<file path="config.mk">
export PLATFORM = sky130hd
export DESIGN_NAME = sync_polarity_detector
export DESIGN_NICKNAME = d
export VERILOG_FILES = /design/src/rtl/spd_pkg.sv /design/src/rtl/spd_sync_edge.sv /design/src/rtl/spd_meter.sv /design/src/rtl/sync_polarity_detector.sv
export SDC_FILE = /design/constraint.sdc
export NUM_CORES = 1
export LEC_CHECK = 0
export BUFFER_PORTS_ARGS = -buffer_cell sky130_fd_sc_hd__buf_4
export CAP_MARGIN = 20
export CELL_PAD_IN_SITES_DETAIL_PLACEMENT = 2
export CELL_PAD_IN_SITES_GLOBAL_PLACEMENT = 2
export CORE_UTILIZATION = 33
export CTS_CLUSTER_DIAMETER = 40
export DETAILED_ROUTE_END_ITERATION = 6
export PLACE_DENSITY_LB_ADDON = 0.1
export SLEW_MARGIN = 25
export SYNTH_ARGS = -nofsm -noshare
export SYNTH_HDL_FRONTEND = slang
export SYNTH_SLANG_ARGS = --single-unit
</file>
<file path="constraint.sdc">
create_clock -name clk -period 1.7 [get_ports clk]
set_input_delay 0.255 -clock clk [delete_from_list [all_inputs] [get_ports clk]]
set_output_delay 0.255 -clock clk [all_outputs]
set_load 0.05 [all_outputs]
</file>
<file path="src/rtl/spd_pkg.sv">
package spd_pkg;
  // Duty-cycle judgement: high width of half the period or more means the
  // pulse is the low part of the waveform.
  function automatic logic judge_active_low(input logic [31:0] high_w,
                                            input logic [31:0] period_w);
    return ({high_w, 1'b0} >= {1'b0, period_w});
  endfunction

  function automatic logic [31:0] sat_step(input logic [31:0] val,
                                           input logic [31:0] cap,
                                           input logic        inc);
    return (inc && (val != cap)) ? val + 32'd1 : val;
  endfunction
endpackage

</file>
<file path="src/rtl/spd_sync_edge.sv">
module spd_sync_edge #(
  parameter int STAGES = 2
) (
  input  logic clk,
  input  logic rst_n,
  input  logic async_in,
  output logic level,
  output logic rise
);
  logic [STAGES-1:0] chain;
  logic              last;

  always_ff @(posedge clk) begin
    if (!rst_n) begin
      chain <= '0;
      last  <= 1'b0;
    end else begin
      chain[0] <= async_in;
      for (int i = 1; i < STAGES; i++) chain[i] <= chain[i-1];
      last <= chain[STAGES-1];
    end
  end

  assign level = chain[STAGES-1];
  assign rise  = chain[STAGES-1] & ~last;
endmodule

</file>
<file path="src/rtl/spd_meter.sv">
module spd_meter
  import spd_pkg::*;
#(
  parameter int W     = 12,
  parameter int LIMIT = 4000
) (
  input  logic         clk,
  input  logic         rst_n,
  input  logic         tick,
  input  logic         level,
  input  logic         rise,
  output logic [W-1:0] period_o,
  output logic [W-1:0] high_o,
  output logic         active_low_o,
  output logic         valid_o,
  output logic         timed_out_o
);
  localparam logic [W-1:0] CMAX = '1;
  localparam logic [W-1:0] LIM  = W'(LIMIT);

  logic [W-1:0] run_p, run_h, idle;
  logic [1:0]   edges;

  assign timed_out_o = (idle == LIM);

  always_ff @(posedge clk) begin
    if (!rst_n) begin
      run_p        <= '0;
      run_h        <= '0;
      idle         <= '0;
      edges        <= '0;
      period_o     <= '0;
      high_o       <= '0;
      active_low_o <= 1'b0;
      valid_o      <= 1'b0;
    end else if (rise) begin
      if (edges != 2'd0) begin
        period_o     <= run_p;
        high_o       <= run_h;
        active_low_o <= judge_active_low(32'(run_h), 32'(run_p));
      end
      edges   <= (edges == 2'd3) ? edges : edges + 2'd1;
      valid_o <= (edges >= 2'd2);
      run_p   <= W'(tick);
      run_h   <= W'(tick);
      idle    <= '0;
    end else begin
      run_p <= W'(sat_step(32'(run_p), 32'(CMAX), tick));
      run_h <= W'(sat_step(32'(run_h), 32'(CMAX), tick & level));
      idle  <= W'(sat_step(32'(idle), 32'(LIM), tick));
      if (timed_out_o) begin
        edges   <= '0;
        valid_o <= 1'b0;
      end
    end
  end
endmodule

</file>
<file path="src/rtl/sync_polarity_detector.sv">
module sync_polarity_detector #(
  parameter int HCNT_W      = 12,
  parameter int VCNT_W      = 11,
  parameter int H_TIMEOUT   = 4000,
  parameter int V_TIMEOUT   = 1500,
  parameter int SYNC_STAGES = 2
) (
  input  logic              clk,
  input  logic              rst_n,
  input  logic              hsync_in,
  input  logic              vsync_in,
  output logic [HCNT_W-1:0] hs_period,
  output logic [HCNT_W-1:0] hs_high,
  output logic              hs_active_low,
  output logic              hs_valid,
  output logic [VCNT_W-1:0] vs_period,
  output logic [VCNT_W-1:0] vs_high,
  output logic              vs_active_low,
  output logic              vs_valid
);
  // Named internal events, visible to the bound checker.
  logic h_level, h_rise, v_level, v_rise;
  logic line_tick, h_timeout, v_timeout;

  spd_sync_edge #(.STAGES(SYNC_STAGES)) u_hs_in (
    .clk(clk), .rst_n(rst_n), .async_in(hsync_in),
    .level(h_level), .rise(h_rise)
  );

  spd_sync_edge #(.STAGES(SYNC_STAGES)) u_vs_in (
    .clk(clk), .rst_n(rst_n), .async_in(vsync_in),
    .level(v_level), .rise(v_rise)
  );

  // One line elapses per HSYNC rising edge.
  assign line_tick = h_rise;

  spd_meter #(.W(HCNT_W), .LIMIT(H_TIMEOUT)) u_h_meter (
    .clk(clk), .rst_n(rst_n), .tick(1'b1), .level(h_level), .rise(h_rise),
    .period_o(hs_period), .high_o(hs_high), .active_low_o(hs_active_low),
    .valid_o(hs_valid), .timed_out_o(h_timeout)
  );

  spd_meter #(.W(VCNT_W), .LIMIT(V_TIMEOUT)) u_v_meter (
    .clk(clk), .rst_n(rst_n), .tick(line_tick), .level(v_level), .rise(v_rise),
    .period_o(vs_period), .high_o(vs_high), .active_low_o(vs_active_low),
    .valid_o(vs_valid), .timed_out_o(v_timeout)
  );
endmodule

</file>
==> Yosys cells after proc, flatten, opt, wreduce, memory -nomap -nowiden <==
Cells that the tools add are included.
{ "op_classes": {"n_addsub": 8, "magnitude_cmp": 4, "eq_ne": 12, "mux": 18, "bitwise_logic": 6, "n_reduce_logical": 18} }
{ "op_table": {"columns": ["cell", "count"], "rows": [
  ["12-bit by 1-bit adder with 12-bit output (second input constant)", 3],
  ["12-bit != test (second input constant)", 3],
  ["11-bit by 1-bit adder with 11-bit output (second input constant)", 3],
  ["11-bit != test (second input constant)", 3],
  ["2-bit nonzero test", 8],
  ["13-bit by 12-bit greater-or-equal comparator with 1-bit output", 1],
  ["12-bit == test (second input constant)", 1],
  ["12-bit by 11-bit greater-or-equal comparator with 1-bit output", 1],
  ["1-bit two-way mux", 12],
  ["2-bit two-way mux", 6],
  ["11-bit == test (second input constant)", 1],
  ["2-bit AND reduction", 4],
  ["2-bit by 1-bit adder with 2-bit output (second input constant)", 2],
  ["2-bit == test (second input constant)", 2],
  ["2-bit greater-or-equal comparator (second input constant)", 2],
  ["1-bit logical AND", 4],
  ["2-bit != test (second input constant)", 2],
  ["2-bit OR reduction", 2],
  ["1-bit bitwise AND", 3],
  ["1-bit inverter", 3]
]} }
{ "totals": {"reg_bits": 129, "inputBits": 4, "elab_cells": 90} }

==> Longest topological paths before layout <==
Gate-level depths: netlist of the first run.
{ "logic_depth": {"ltp_word": 6, "mapped_depth": 7, "depth_no_buf": 7} }

==> Modules after synthesis <==
From an unflattened synthesis of the first run, not the netlist that was laid out.
{ "hier_totals": {"hier_cells": 745, "hier_area_um2": 6273.5} }
{ "by_module_without_submodules": {"columns": ["module", "instances", "cells_per_inst", "area_per_inst_um2", "seq_area_each_um2"], "rows": [
  ["spd_meter (u_h_meter)", 1, 377, 3158.0, 1281.2],
  ["spd_meter (u_v_meter)", 1, 353, 2926.6, 1181.1],
  ["spd_sync_edge", 2, 7, 92.6, 60.1],
  ["sync_polarity_detector", 1, 1, 3.8, 0.0]
]} }

==> Least setup slack after synthesis of the first run <==
No wires, ideal clock.
{ "synth_path": {"kind": "register -> register", "start": "register u_v_meter.run_h[0]", "end": "register u_v_meter.run_h[0]", "setup_ps": 129, "arrival_time_ps": 1533, "slack_ps": 38, "path_stages_with_launch": 8, "n_path_buf": 1, "synth_period_minus_slack_ps": 1662, "cell_sequence": "dfxtp_1 ha_1 nand2_1 nor4_4 buf_6 nor2_1 a41oi_2 nand4_1"} }
{ "synth_between": {"elab_chain_len": 3, "word_cells_on_any_way": 6} }
{ "synth_lines": {"columns": ["element", "line_no", "source"], "rows": [
  ["start: declaration", "spd_meter.sv:21", "logic [W-1:0] run_p, run_h, idle;"],
  ["start signal: assignment", "spd_meter.sv:45", "run_h <= W'(tick);"],
  ["start signal: assignment", "spd_meter.sv:49", "run_h <= W'(sat_step(32'(run_h), 32'(CMAX), tick & level));"],
  ["11-bit by 1-bit adder with 11-bit output / 11-bit != test (equally long branches)", "spd_pkg.sv:12", "return (inc && (val != cap)) ? val + 32'd1 : val;"],
  ["1-bit two-way mux / 1-bit logical AND (equally long branches)", "spd_pkg.sv:12", null],
  ["1-bit two-way mux / 2-bit nonzero test (equally long branches)", null, null]
]} }
Parallel ways exist; a longest one is shown, timed or not. The select of a mux whose other input is x is not followed.
A chain may end at the register's enable or synchronous reset.

==> Worst setup path in the final report of the first run <==
{ "layout_path": {"start": "register u_h_meter.run_p[2]", "end": "register u_h_meter.run_p[0]"} }
{ "layout_between": {"elab_chain_len": 2} }
{ "layout_lines": {"columns": ["element", "line_no", "source"], "rows": [
  ["start: declaration", "spd_meter.sv:21", null],
  ["start signal: assignment", "spd_meter.sv:44", "run_p <= W'(tick);"],
  ["start signal: assignment", "spd_meter.sv:48", "run_p <= W'(sat_step(32'(run_p), 32'(CMAX), tick));"],
  ["12-bit != test", "spd_pkg.sv:12", null],
  ["2-bit nonzero test (no source line)", null, null]
]} }
No other way between the ends.

==> impl_metrics.yaml, run 1 <==
run_status:
  status: "finished clean"
timing:
  setup_viol: 0
  slew_headroom: 0.7498
  period_share: 0.9494
  hold_viol: 0
  maxSlewViolCount: 0
  worst_pin_slew_ns: 0.3721
  final.setup_skew_ns: 0.006379
  max_freq_mhz: 619.6
  fin_setup_tns_ns: 0
  min_period_ns: 1.614
placement:
  postPlaceCellArea_um2: 6999
  portBuffers: 53
  post-dp-hpwl_um: 12800
  post-place-cells: 1010
  gp_congestion: 0.7872
routing:
  routed_wl_um: 17750
  post-route-drc-count: 0
  detail-route-antenna-nets: 0
  drtIter0Drc: 108
  drt_pass1_iterations: 4
  vias_per_cell: 5.086
  num_vias: 5305
  wl_per_cell_um: 17.02
die:
  fp.coreArea_um2: 18020
  design.die.area_um2: 18970
  pin_count: 54
  initial_utilization: 0.3374
  row_count: 49
  die_width_um: 137.7
  die_h_um: 137.7
critical_path:
  cp.required_ns: 1.99
  cp_cell_sequence: "buf_4, and4_1, nand4_2, xnor2_1, a21boi_0"
  crit_start: "u_h_meter.run_p[2]$_SDFFE_PP0P_"
  reg2reg_slack_ns: 0.09
  critical_path.top_delay_family: "simple AND/OR/NAND/NOR gates"
  crit_arrival_ns: 1.91
  crit_path_max_fanout: 10
  r2r_start: "u_h_meter.run_p[2]$_SDFFE_PP0P_"
  path_class: "reg -> reg"
  reg2reg_depth: 5
  slowest_delay_ns: 0.33
  reg2reg_to: "u_h_meter.run_p[0]$_SDFFE_PN0P_"
  cp-start-kind: "flop"
  worstSetupEndpointType: "flop"
  crit_cells: 5
  cp.buffers_inverters: 1
  cp_slowest_cell: "dfxtp_1"
hold_path:
  whs_path_depth: 2
  min_path_type: "in -> reg"
  worstHoldEndpoint: "u_hs_in.chain[0]$_SDFF_PN0_"
  hold_start: "hsync_in"
cells_and_area:
  ff_latch_area_um2: 2587
  fill_cells: 2032
  syn2layout_area_growth_pct: 26.17
  final_util: 0.4257
  num_antenna_cells: 0
  drive_gt1_frac: 0.1941
  multi_input_area_um2: 3272
  nNetsFinal: 840
  fin_area_um2: 7672
  layout.cells.non_filler: 1043
run:
  maxCapViolations: 0
synth:
  synthArstFlopShare: 0
  synth_top_area_share: 0.4247
  synth_top_family_by_area: "simple AND/OR/NAND/NOR gates"
  avgSynthCellArea_um2: 8.517
  synth_adder_area_share: 0.07202
  synth_seq_area_share: 0.4247
  synth-compound-area-share: 0.1337
  yosys.area_share.simple: 0.2564
  synth_cell_types: 55
  synthTopCellsByArea: "dfxtp_1 (42%), nand2_1 (7.8%), ha_1 (7.2%)"
  netlist_area_um2: 6081
  synth_top_area_cell: "dfxtp_1"
  synth_xor_area_frac: 0.06337
  ys.flop_type: "dfxtp_1"
  syn-num-nets: 753
  synth_edf_count: 0
  yosysWarnings: 0
  syn_inst: 714
  synthMuxAreaShare: 0.004938
  ys_ff_latch: 129
global_routing:
  grt_pass1_vias: 5817
  grtUsageTotal: 0.2005
  antenna_found_initial: 0
  overflow: 0
  grt_max_degree: 35
  grt_first_pass_wirelength_um: 29080
clock_tree:
  insertion_delay_ns: 0.42
  htree_levels: 4
  clock_path_buffers: 2
  clk_pin_slew_ns: 0.06
  clock_sinks: 129
  cts_buffers: 17
  cts_tree: "built"
  root_buffer: "clkbuf_16"
power:
  peakVddDrop_mv: 0.9453
  p_leak_nw: 2.909
  p_per_area_nw_per_um2: 927.5
  power_mw: 7.116
==> kinds of logic (layout without fill, tap and decap cells) <==
family	Yosys count	count (layout)
buffers and inverters	65	165
and+or+nand+nor	318	318
muxes	3	3
AOI/OAI and AO/OA	120	120
DFF	129	129
adders and majority gates	35	35
xor gates and xnor gates	44	44
==> report_power, final <==
part           total, mW  leakage (nW)  internal [mW]  switching [mW]
Sequential          3.08          1.04           3.05          0.0264
Combinational      0.275          1.57          0.110           0.164
Clock               3.76         0.297           2.38            1.38
==> through the flow <==
| stage | hold WS, ns | worst slack [ns] |
|---|---|---|
| 6_report | 0.04677 | 0.08609 |
| 4_1_cts | 0.03108 | 0.01488 |
| 3_3_place_gp | 0.4319 | 0.08418 |
| 2_1_floorplan | 0.3823 | 0.03780 |
| 3_5_place_dp | 0.4356 | 0.04925 |
| 5_1_grt | 0.05652 | -0.05244 |
==> what timing repair did <==
action,CTS,global route
resized for setup,2,13
endpoints found under the hold margin,0,0
setup endpoints to repair,1,12
setup buffers,0,1
hold buffers,0,0
pin swaps,1,1
==> state kept, by name, indices dropped and copies added, names as in the netlist, 2 cells and up <==
signal,cells
u_h_meter.run_h,12
u_h_meter.idle,12
u_hs_in.chain,2
u_vs_in.chain,2
u_h_meter.edges,2
u_v_meter.run_p,11
u_v_meter.period_o,11
u_h_meter.high_o,12
u_h_meter.period_o,12
u_v_meter.high_o,11
u_h_meter.run_p,12
u_v_meter.run_h,11
u_v_meter.edges,2
u_v_meter.idle,11
==> how the worst max path moves through the flow <==
| stage | to |
|---|---|
| finish | u_h_meter.run_p[0]$_SDFFE_PN0P_ |
| global route | u_v_meter.run_h[8]$_SDFFE_PP0P_ |
| CTS | u_v_meter.run_p[8]$_SDFFE_PP0P_ |
| detailed placement | u_v_meter.run_p[8]$_SDFFE_PP0P_ |
| global placement | u_v_meter.run_p[8]$_SDFFE_PP0P_ |
| floorplan | u_v_meter.run_h[0]$_SDFFE_PN0P_ |
==> metal layers <==
| metal | GRT usage | vias to the layer above | wire, um |
|---|---|---|---|
| li1 | - | 2604 | - |
| met1 | 0.2272 | 2631 | 7786 |
| met2 | 0.3702 | 48 | 9262 |
| met3 | 0.03826 | 22 | 339 |
| met4 | 0.07186 | 0 | 360 |
| met5 | 0 | - | 0 |
==> cells in the mapped netlist (3+ instances only) <==
cell / count
clkbuf_1: 16
nand4_1: 15
ha_1: 35
nand2b_1: 5
a21boi_0: 47
xnor2_1: 27
and3_1: 7
buf_2: 13
mux2i_1: 3
o21ai_0: 16
and2_1: 13
nor2_1: 65
nand2_1: 126
nor4_1: 5
nand3_1: 31
and4_1: 8
nor2b_1: 6
a211oi_1: 7
nor3_1: 13
nand4b_1: 3
dfxtp_1: 129
a21oi_1: 28
xor2_1: 17
inv_1: 33
nand3b_1: 4
a31oi_1: 7
==> area by class of cell <==
class | instances | share of cell area
Clock inverter | 9 | 0.01337
Timing Repair Buffer | 100 | 0.1032
Multi-Input combinational cell | 520 | 0.4265
Clock buffer | 23 | 0.06621
Tap cell | 229 | 0.03735
Inverter | 33 | 0.01614
Sequential cell | 129 | 0.3372
==> worst reg2reg max path, delay by kind of cell, from the launching register on <==
kind	cells	cell delay, ns
simple gates	2	0.62
flops	1	0.33
xor+xnor	1	0.30
buf+inv	1	0.13
compound gates	1	0.12
==> layout by cell type, fill, tap and decap left out, types with 3 or more instances in the layout <==
cell type,n
nand3b_1,4
o21ai_0,15
buf_4,96
and3_1,7
clkinv_2,4
a211oi_1,7
inv_1,33
nor2_1,64
and2_1,13
a31oi_1,7
clkbuf_16,17
ha_1,33
xor2_1,17
nor2b_1,6
nor2_2,3
and4_1,8
nor4_2,4
nand2_1,126
a21boi_0,47
nand2b_1,5
clkinvlp_4,3
nand3_1,30
buf_12,3
nor4_1,3
mux2i_1,3
nand4_1,15
xnor2_1,27
nand4b_1,3
nor3_1,13
dfxtp_1,125
dfxtp_2,4
a21oi_1,28
clkbuf_8,6
No activity file was read; power rests on OpenSTA's default activity.
==> run 2: changes to the inputs <==
--- a/config.mk
+++ b/config.mk
@@ -12,7 +12,7 @@
 export CORE_UTILIZATION = 33
 export CTS_CLUSTER_DIAMETER = 40
 export DETAILED_ROUTE_END_ITERATION = 6
-export PLACE_DENSITY_LB_ADDON = 0.1
+export PLACE_DENSITY = 0.72
 export SLEW_MARGIN = 25
 export SYNTH_ARGS = -nofsm -noshare
 export SYNTH_HDL_FRONTEND = slang
==> run 2 against run 1 <==
Net effect:
- non-clock buffer count decreased by 1
- routed wire length up 1.5%
- sequential cell count stayed put
- critical endpoint is now u_v_meter.run_h[8]$_SDFFE_PP0P_
- largest power group unchanged
==> impl_metrics.yaml, run 2 (synthesis gave the netlist of run 1 again) <==
timing:
  min_period_ns: 1.646
  max_freq_mhz: 607.7
  maxSlewViolCount: 0
  worst_pin_slew_ns: 0.3616
  final.setup_skew_ns: 0.008038
  slew_headroom: 0.7567
  hold_viol: 0
  layout_setup_ws_ns: 0.05437
  hold_slack_ns: 0.03140
  rsz0062_at_grt: "true"
  setup_viol: 0
  period_share: 0.9680
placement:
  pre_cts_ws_ns: 0.02196
  post-dp-hpwl_um: 12980
  gp_congestion: 0.7898
  portBuffers: 53
power:
  p_per_area_nw_per_um2: 910.5
  peakVddDrop_mv: 0.7073
  p_leak_nw: 2.902
global_routing:
  grt_max_degree: 36
  grt_pass1_vias: 5874
  antenna_found_initial: 0
  grtUsageTotal: 0.2046
  overflow: 0
  grt_first_pass_wirelength_um: 29750
die:
  die_width_um: 137.7
  fp.coreArea_um2: 18020
  design.die.area_um2: 18970
  die_h_um: 137.7
  initial_utilization: 0.3374
  pin_count: 54
  row_count: 49
critical_path:
  cp.required_ns: 2.00
  path_class: "reg -> reg"
  worstSetupEndpointType: "flop"
  r2r_start: "u_v_meter.run_h[5]$_SDFFE_PP0P_"
  reg2reg_slack_ns: 0.05
  crit_arrival_ns: 1.95
  cp-start-kind: "flop"
  reg2reg_to: "u_v_meter.run_h[8]$_SDFFE_PP0P_"
  reg2reg_depth: 6
  crit_path_max_fanout: 4
routing:
  wl_per_cell_um: 17.28
  drt_pass1_iterations: 4
  vias_per_cell: 5.164
  drtIter0Drc: 142
  post-route-drc-count: 0
  detail-route-antenna-nets: 0
  routed_wl_um: 18010
  num_vias: 5381
clock_tree:
  cts_hold_buf: 0
  clk_pin_slew_ns: 0.06
  cts_tree: "built"
  root_buffer: "clkbuf_16"
  clock_path_buffers: 2
  htree_levels: 4
  clock_sinks: 129
  cts_buffers: 17
  insertion_delay_ns: 0.43
cells_and_area:
  nNetsFinal: 839
  mostFrequentLayoutCells: "dfxtp_1 (127), nand2_1 (126), buf_4 (95), nor2_1 (65), a21boi_0 (47)"
  drive_gt1_frac: 0.1919
  syn2layout_area_growth_pct: 25.88
  num_antenna_cells: 0
  layout_commonest_cell: "dfxtp_1"
hold_path:
  worstHoldEndpoint: "u_hs_in.chain[0]$_SDFF_PN0_"
  hold_start: "hsync_in"
  min_path_type: "in -> reg"
  whs_path_depth: 2
run:
  maxCapViolations: 0
run_status:
  status: "finished clean"
==> run 2: routing by layer <==
metal  part of all wire  GRT usage  up-vias
li1                   -          -     2608
met1               0.43     0.2266     2708
met2               0.54     0.3830       42
met3              0.019    0.04047       23
met4              0.013    0.07367        0
met5                  0          0        -
==> run 2: area by class of cell <==
| class | instances | area [um2] |
|---|---|---|
| fillers | 2040 | 10370 |
| multi-input cells | 520 | 3301 |
| flip-flops and latches | 129 | 2585 |
| repair buffers | 99 | 784.5 |
| clock buffers | 22 | 464.2 |
| well taps | 229 | 286.5 |
| inverters | 33 | 123.9 |
| clock inverters | 10 | 110.1 |
==> run 2: worst max path at each step <==
stage / start / endpoint / slack [ns] / cells past startpoint
global route: u_v_meter.run_p[1]$_SDFFE_PP0P_ / u_v_meter.run_p[0]$_SDFFE_PN0P_ / -0.03 / 7
finish: u_v_meter.run_h[5]$_SDFFE_PP0P_ / u_v_meter.run_h[8]$_SDFFE_PP0P_ / 0.05 / 6
CTS: u_h_meter.run_h[1]$_SDFFE_PP0P_ / u_h_meter.run_h[4]$_SDFFE_PP0P_ / 0.0008 / 6
detailed placement: u_v_meter.run_p[1]$_SDFFE_PP0P_ / u_v_meter.run_p[8]$_SDFFE_PP0P_ / 0.02 / 6
floorplan: u_v_meter.run_h[0]$_SDFFE_PN0P_ / u_v_meter.run_h[0]$_SDFFE_PN0P_ / 0.04 / 7
global placement: u_v_meter.run_p[1]$_SDFFE_PP0P_ / u_v_meter.run_p[8]$_SDFFE_PP0P_ / 0.11 / 6
==> run 2: timing repair <==
item / CTS / global route
endpoints found under the setup margin: 2 / 16
gates resized for setup: 2 / 15
pin swaps: 0 / 3
setup buffers: 0 / 0
==> run 2: metrics by stage <==
stage | cell area (um2) | power, mW | utilization | setup TNS (ns) | cells
2_1_floorplan | 6081 | 3.314 | - | 0 | 714
3_3_place_gp | 6999 | 3.409 | 0.3883 | 0 | 1010
3_5_place_dp | 6999 | 3.430 | 0.3883 | 0 | 1010
4_1_cts | 7591 | 7.067 | 0.4211 | 0 | 1042
5_1_grt | 7655 | 7.237 | 0.4247 | -0.04884 | 1042
6_report | 7655 | 6.969 | 0.4247 | 0 | 1042
==> run 2: power by group <==
part	internal, mW	switching [mW]	total (mW)
logic	0.117	0.169	0.286
clock network	2.22	1.38	3.60
registers	3.05	0.0290	3.08
==> run 2: worst max-delay path, stage by stage, from the launching register on <==
cell     delay (ns)
dfxtp_1        0.42
buf_4          0.16
and4_2         0.24
nand2_1        0.07
nor4_1         0.38
xnor2_1        0.18
nor2_1         0.06
